$ cat src/rtl/flash_seq_pkg.sv
package flash_seq_pkg;

  typedef enum logic [1:0] {
    OP_PROGRAM = 2'd0,
    OP_ERASE   = 2'd1,
    OP_READ    = 2'd2,
    OP_PROBE   = 2'd3
  } fseq_op_e;

  typedef enum logic [2:0] {
    ST_IDLE,
    ST_WREN,
    ST_MAIN,
    ST_POLL,
    ST_WRDI
  } fseq_state_e;

  localparam logic [7:0] CMD_WREN = 8'h06;
  localparam logic [7:0] CMD_WRDI = 8'h04;
  localparam logic [7:0] CMD_PP   = 8'h02;
  localparam logic [7:0] CMD_SE   = 8'h20;
  localparam logic [7:0] CMD_RDSR = 8'h05;
  localparam logic [7:0] CMD_FRD  = 8'h0B;
  localparam logic [7:0] CMD_RDID = 8'h9F;

  localparam logic [7:0] CAP_BIAS = 8'h11;

  // capacity in megabits from the density byte of the ID
  function automatic logic [31:0] cap_from_density(input logic [7:0] dens);
    logic [7:0] sh;
    sh = dens - CAP_BIAS;
    if (sh > 8'd31) return 32'd0;
    return 32'd1 << sh[4:0];
  endfunction

  // smaller of the remaining count and the current limit
  function automatic logic [31:0] clip_len(input logic [31:0] rem, input logic [31:0] lim);
    return (rem < lim) ? rem : lim;
  endfunction

endpackage

$ cat src/rtl/fseq_chunker.sv
module fseq_chunker
  import flash_seq_pkg::*;
#(
  parameter int LEN_W        = 24,
  parameter int PAGE_BYTES   = 256,
  parameter int BLOCK_BYTES  = 65536,
  parameter int ERASE_STRIDE = 4096
) (
  input  logic [1:0]                      op,
  input  logic [$clog2(PAGE_BYTES)-1:0]   page_off,
  input  logic [LEN_W-1:0]                rem,
  output logic [LEN_W-1:0]                chunk,
  output logic                            last
);
  localparam int PG_W = $clog2(PAGE_BYTES);

  logic [31:0] limit;
  logic [31:0] clipped;

  always_comb begin
    case (fseq_op_e'(op))
      OP_PROGRAM: limit = 32'(PAGE_BYTES) - {{(32-PG_W){1'b0}}, page_off};
      OP_ERASE:   limit = 32'(ERASE_STRIDE);
      default:    limit = 32'(BLOCK_BYTES);
    endcase
    clipped = clip_len(32'(rem), limit);
    chunk   = clipped[LEN_W-1:0];
    last    = (32'(rem) <= limit);
  end

endmodule

$ cat src/rtl/fseq_watch.sv
module fseq_watch #(
  parameter int LIMIT = 500
) (
  input  logic clk,
  input  logic rst_n,
  input  logic en,
  output logic hit
);
  localparam int CNT_W = $clog2(LIMIT + 1);

  logic [CNT_W-1:0] cnt;

  always_ff @(posedge clk or negedge rst_n) begin
    if (!rst_n)      cnt <= '0;
    else if (!en)    cnt <= '0;
    else if (!hit)   cnt <= cnt + 1'b1;
  end

  assign hit = en && (cnt == CNT_W'(LIMIT - 1));

endmodule

$ cat src/rtl/fseq_capacity.sv
module fseq_capacity
  import flash_seq_pkg::*;
(
  input  logic        clk,
  input  logic        rst_n,
  input  logic        load,
  input  logic [7:0]  density,
  output logic [31:0] cap_mbit
);
  always_ff @(posedge clk or negedge rst_n) begin
    if (!rst_n)    cap_mbit <= '0;
    else if (load) cap_mbit <= cap_from_density(density);
  end
endmodule

$ cat src/rtl/flash_op_sequencer.sv
module flash_op_sequencer
  import flash_seq_pkg::*;
#(
  parameter int ADDR_W        = 24,
  parameter int LEN_W         = 24,
  parameter int MEM_W         = 32,
  parameter int PAGE_BYTES    = 256,
  parameter int BLOCK_BYTES   = 65536,
  parameter int ERASE_PAGES   = 16,
  parameter int ID_POLL_LIMIT = 500
) (
  input  logic              clk,
  input  logic              rst_n,
  input  logic              start,
  input  logic [1:0]        op,
  input  logic [ADDR_W-1:0] flash_addr,
  input  logic [LEN_W-1:0]  length,
  input  logic [MEM_W-1:0]  mem_addr,
  output logic              busy,
  output logic              done,
  output logic              err,
  output logic [31:0]       cap_mbit,
  output logic              txn_req,
  output logic [7:0]        txn_opcode,
  output logic              txn_addr_en,
  output logic [ADDR_W-1:0] txn_addr,
  output logic [LEN_W-1:0]  txn_len,
  output logic [MEM_W-1:0]  txn_mem_addr,
  input  logic              txn_done,
  input  logic [31:0]       txn_rdata
);
  localparam int PG_W         = $clog2(PAGE_BYTES);
  localparam int ERASE_STRIDE = PAGE_BYTES * ERASE_PAGES;

  fseq_state_e       state;
  fseq_op_e          op_q;
  logic [ADDR_W-1:0] addr_q;
  logic [LEN_W-1:0]  rem_q;
  logic [MEM_W-1:0]  mem_q;
  logic              done_q, err_q;

  logic [LEN_W-1:0]  chunk;
  logic              last_chunk;

  // named events for the checker
  logic start_acc, start_empty, id_timeout, id_ack, step_adv, op_finish, fin_err;
  logic poll_busy, data_phase;

  fseq_chunker #(
    .LEN_W(LEN_W), .PAGE_BYTES(PAGE_BYTES),
    .BLOCK_BYTES(BLOCK_BYTES), .ERASE_STRIDE(ERASE_STRIDE)
  ) u_chunk (
    .op(op_q), .page_off(addr_q[PG_W-1:0]), .rem(rem_q),
    .chunk(chunk), .last(last_chunk)
  );

  logic watch_hit;
  fseq_watch #(.LIMIT(ID_POLL_LIMIT)) u_watch (
    .clk(clk), .rst_n(rst_n),
    .en(state == ST_MAIN && op_q == OP_PROBE),
    .hit(watch_hit)
  );

  logic id_good;
  assign id_ack  = (state == ST_MAIN) && (op_q == OP_PROBE) && txn_done;
  assign id_good = id_ack && (txn_rdata != 32'hFFFF_FFFF);

  fseq_capacity u_cap (
    .clk(clk), .rst_n(rst_n), .load(id_good),
    .density(txn_rdata[23:16]), .cap_mbit(cap_mbit)
  );

  assign start_acc   = (state == ST_IDLE) && start;
  assign start_empty = start_acc && (fseq_op_e'(op) != OP_PROBE) && (length == '0);
  assign id_timeout  = watch_hit && !txn_done;
  assign poll_busy   = txn_rdata[0];
  assign data_phase  = (state == ST_MAIN) && (op_q == OP_PROGRAM || op_q == OP_READ);

  // a chunk is consumed after: read ack, erase poll clear, write-disable ack
  always_comb begin
    step_adv = 1'b0;
    if (txn_done) begin
      case (state)
        ST_MAIN: step_adv = (op_q == OP_READ);
        ST_POLL: step_adv = !poll_busy && (op_q == OP_ERASE);
        ST_WRDI: step_adv = 1'b1;
        default: step_adv = 1'b0;
      endcase
    end
  end

  assign op_finish = start_empty || id_ack || id_timeout || (step_adv && last_chunk);
  assign fin_err   = start_empty || id_timeout || (id_ack && !id_good);

  always_ff @(posedge clk or negedge rst_n) begin
    if (!rst_n) begin
      state  <= ST_IDLE;
      op_q   <= OP_PROGRAM;
      addr_q <= '0;
      rem_q  <= '0;
      mem_q  <= '0;
      done_q <= 1'b0;
      err_q  <= 1'b0;
    end else begin
      done_q <= 1'b0;
      if (op_finish) begin
        state  <= ST_IDLE;
        done_q <= 1'b1;
        err_q  <= fin_err;
      end else if (start_acc) begin
        op_q   <= fseq_op_e'(op);
        addr_q <= flash_addr;
        rem_q  <= length;
        mem_q  <= mem_addr;
        err_q  <= 1'b0;
        state  <= (fseq_op_e'(op) == OP_PROGRAM || fseq_op_e'(op) == OP_ERASE) ? ST_WREN : ST_MAIN;
      end else if (step_adv) begin
        addr_q <= addr_q + ADDR_W'(chunk);
        mem_q  <= mem_q + MEM_W'(chunk);
        rem_q  <= rem_q - chunk;
        state  <= (op_q == OP_READ) ? ST_MAIN : ST_WREN;
      end else if (txn_done) begin
        case (state)
          ST_WREN: state <= ST_MAIN;
          ST_MAIN: state <= ST_POLL;
          ST_POLL: if (!poll_busy) state <= ST_WRDI;
          default: state <= state;
        endcase
      end
    end
  end

  // transaction fields
  always_comb begin
    txn_opcode   = 8'h00;
    txn_addr_en  = 1'b0;
    txn_addr     = '0;
    txn_len      = '0;
    txn_mem_addr = '0;
    case (state)
      ST_WREN: txn_opcode = CMD_WREN;
      ST_WRDI: txn_opcode = CMD_WRDI;
      ST_POLL: begin
        txn_opcode = CMD_RDSR;
        txn_len    = LEN_W'(1);
      end
      ST_MAIN: begin
        case (op_q)
          OP_PROGRAM: txn_opcode = CMD_PP;
          OP_ERASE:   txn_opcode = CMD_SE;
          OP_READ:    txn_opcode = CMD_FRD;
          default:    txn_opcode = CMD_RDID;
        endcase
        if (op_q == OP_PROBE) txn_len = LEN_W'(4);
        else begin
          txn_addr_en = 1'b1;
          txn_addr    = addr_q;
        end
        if (data_phase) begin
          txn_len      = chunk;
          txn_mem_addr = mem_q;
        end
      end
      default: txn_opcode = 8'h00;
    endcase
  end

  assign txn_req = (state != ST_IDLE);
  assign busy    = (state != ST_IDLE);
  assign done    = done_q;
  assign err     = err_q;

endmodule

$ cat config.mk
export PLATFORM = sky130hd
export DESIGN_NAME = flash_op_sequencer
export DESIGN_NICKNAME = d
export VERILOG_FILES = /design/src/rtl/flash_seq_pkg.sv /design/src/rtl/fseq_chunker.sv /design/src/rtl/fseq_watch.sv /design/src/rtl/fseq_capacity.sv /design/src/rtl/flash_op_sequencer.sv
export SDC_FILE = /design/constraint.sdc
export NUM_CORES = 1
export LEC_CHECK = 0
export ABC_AREA = 1
export BUFFER_PORTS_ARGS = -buffer_cell sky130_fd_sc_hd__buf_2
export CORE_MARGIN = 4
export CORE_UTILIZATION = 55
export DETAILED_ROUTE_END_ITERATION = 8
export GPL_ROUTABILITY_DRIVEN = 0
export PLACE_DENSITY = 0.81
export SLEW_MARGIN = 10
export SYNTH_ARGS = -nofsm -noshare
export SYNTH_HDL_FRONTEND = slang
export SYNTH_SLANG_ARGS = --single-unit
$ cat constraint.sdc
create_clock -name clk -period 5.3 [get_ports clk]
set_input_delay 0.265 -clock clk [delete_from_list [all_inputs] [get_ports clk]]
set_output_delay 0.265 -clock clk [all_outputs]
set_load 0.005 [all_outputs]
==> flow_summary.toml <==
[status]
status = "completed"

[floorplan]
die_w_um = 149
start_util_pct = 56.0
die_h_um = 149
core_area_um2 = 19500
num_io_pins = 243
rows = 51
die_area_um2 = 22100

[logic_synthesis]
netlist.area_leader.share_pct = 29.4
synth_edf_count = 0
yosysTopAreaCell = "dfrtp_1"
syn-instance-count = 1555
ys_top_cells_by_area = "dfrtp_1, nand2_1, ha_1"
synth_area_per_cell_um2 = 7.01
ys_warn_count = 0
syn_area_um2 = 10900
async_flop_share_pct = 100
synth_common_cells = "nand2_1, nor2_1, inv_1"
yosys.cell_types.count = 53
ys.flop_type = "dfrtp_1"
ys_seq_area_share_pct = 29.4
ys_seq_elements = 128
yosysMostFrequentCell = "nand2_1"

[worst_setup_path]
cp_max_fo = 22
crit_buf_inv = 6
cpLargestDelayFamily = "simple AND/OR/NAND/NOR gates"
slowest_stage = "dfrtp_2"
rr_worst_depth = 32
start_kind = "flop"
end_kind = "flop"
path_common_cell = "nand2_1"
arrival_ps = 5230
worstSetupPathType = "flop to flop"
r2r_setup_slack_ps = 370
rr_endpoint = "addr_q[23]"
rr_startpoint = "addr_q[1]"
cp.required_ps = 5600
critPathMaxStageDelay_ps = 440

[clocking]
cts_tree = "yes"
cts.sinks = 128
cts_root_buf = "clkbuf_16"
cts_buffers = 17
htree_num_levels = 4
clock_latency_ps = 440
clk_pin_slew_ps = 70
clockBufferDepth = 2

[finish]
layout-drive-gt1-share_pct = 21.7
finalInstanceArea_um2 = 13000
layoutNonFillerInstCount = 2066
nets = 1978
area_growth_syn_to_layout_pct = 19.4
num_antenna_cells = 0
utilization_pct = 66.8

[sta]
finalHoldViolations = 0
post-route-period-util_pct = 93.0
rsz0062_at_grt = "yes"
tightest_slew_ps = 1040
skew_ps = 15.0
maxSlewViolCount = 0
hold_ws_ps = 71.0
max_freq_ghz = 0.203
min_period_ps = 4930
setup_viol = 0
max-slew-margin-rel_pct = 30.4

[drt]
wl_per_cell_um = 16.1
drc_errors = 0
drt_iter0_markers = 805
vias_per_cell = 5.62
routed_wl_mm = 33.3
route.vias.total = 11600
final_antenna_net_count = 0
dr.pass1.iters = 5

[placement]
dp_hpwl_mm = 25.0
numPortBuffers = 234
place_area_um2 = 12300
dp_cells = 2028

[global_route]
grt_max_degree = 70
grt_first_pass_wirelength_mm = 53.0
grt_usage_pct = 29.4
grt.overflow.total = 0
grt_pass1_vias = 11100
antenna_found_initial = 0

[min_path]
holdPathEnd = "op_q[0]"
hp-class = "primary input to flop"
worstHoldStart = "op[0]"
min_path_cells = 3

[power_and_ir_drop]
peakVddDrop_mv = 0.369
power_density_nw_per_um2 = 665
power.leakage_nw = 6.77
totalPowerFinal_mw = 8.65

[run]
cap_violations = 0
-- where the power goes --
part / internal, mW / switching [mW]
combinational: 2.16 / 3.64
sequential: 1.31 / 0.317
clock: 0.680 / 0.548
-- layout make-up --
| cell class | instances | area [um2] |
|---|---|---|
| multi-input combinational | 1206 | 6830 |
| fill | 1676 | 6450 |
| sequential | 128 | 3200 |
| timing repair buffer | 256 | 1360 |
| inverter | 179 | 677 |
| clock buffer | 17 | 425 |
| tap | 265 | 332 |
| clock inverter | 15 | 184 |
-- registers in the layout (all words and copies together), names as in the netlist, 2 cells and up --
signal          flops
mem_q              32
u_cap.cap_mbit     32
addr_q             24
rem_q              24
u_watch.cnt         9
state               3
op_q                2
-- logic make-up (layout without fill, tap and decap cells) --
family	count (synthesis)	count (layout)	share of synthesized area [%]
compound gates	366	367	21.1
xor+xnor	52	52	4.18
fa+ha+maj	72	72	8.48
buf+inv	240	467	9.42
flops	128	128	29.4
other cells	1	19	0.0344
simple gates	696	696	27.4
-- placed cells by master (no fill, tap or decap), types with 28 or more instances in the layout --
master | synthesis | layout
nand2_1 | 314 | 311
buf_2 | 5 | 233
nor2_1 | 206 | 206
inv_1 | 170 | 169
o21ai_0 | 147 | 133
dfrtp_1 | 128 | 127
a21oi_1 | 93 | 92
nand3_1 | 75 | 73
ha_1 | 69 | 67
o21ai_1 | 36 | 46
xor2_1 | 39 | 39
nand4_1 | 37 | 37
o22ai_2 | 28 | 28
-- how the worst max path moves through the flow --
stage / start / endpoint / slack, ps / cells after the start
2_1_floorplan: addr_q[1] / rem_q[21] / 650 / 37
3_3_place_gp: addr_q[1] / mem_q[14] / 340 / 30
3_5_place_dp: addr_q[1] / rem_q[17] / 100 / 36
4_1_cts: addr_q[1] / rem_q[17] / 70 / 36
5_1_grt: addr_q[1] / rem_q[20] / -90 / 40
6_report: addr_q[1] / addr_q[23] / 370 / 32
-- layer usage --
layer	GRT usage, %	share of wire [%]	vias to the layer above
li1	-	-	5645
met1	37.1	41	5396
met2	50.8	48	469
met3	4.92	7.4	91
met4	10.6	3.5	0
met5	0	0	-
-- stage by stage --
step / worst slack [ps] / setup TNS (ps)
6_report: 368 / 0
4_1_cts: 70.2 / 0
5_1_grt: -86.9 / -360
2_1_floorplan: 649 / 0
3_3_place_gp: 341 / 0
3_5_place_dp: 101 / 0
-- tightest hold or removal path: stages --
cell	delay, ps
buf_2	100
nand2_1	50
o21ai_0	60
-- repair_timing --
action	in CTS	in global routing
endpoints found under the hold margin	64	0
resized for setup	0	36
endpoints found under the setup margin	0	55
setup buffers	0	4
hold buffers	1	0
Note: power is estimated with default switching activity, not from simulation.
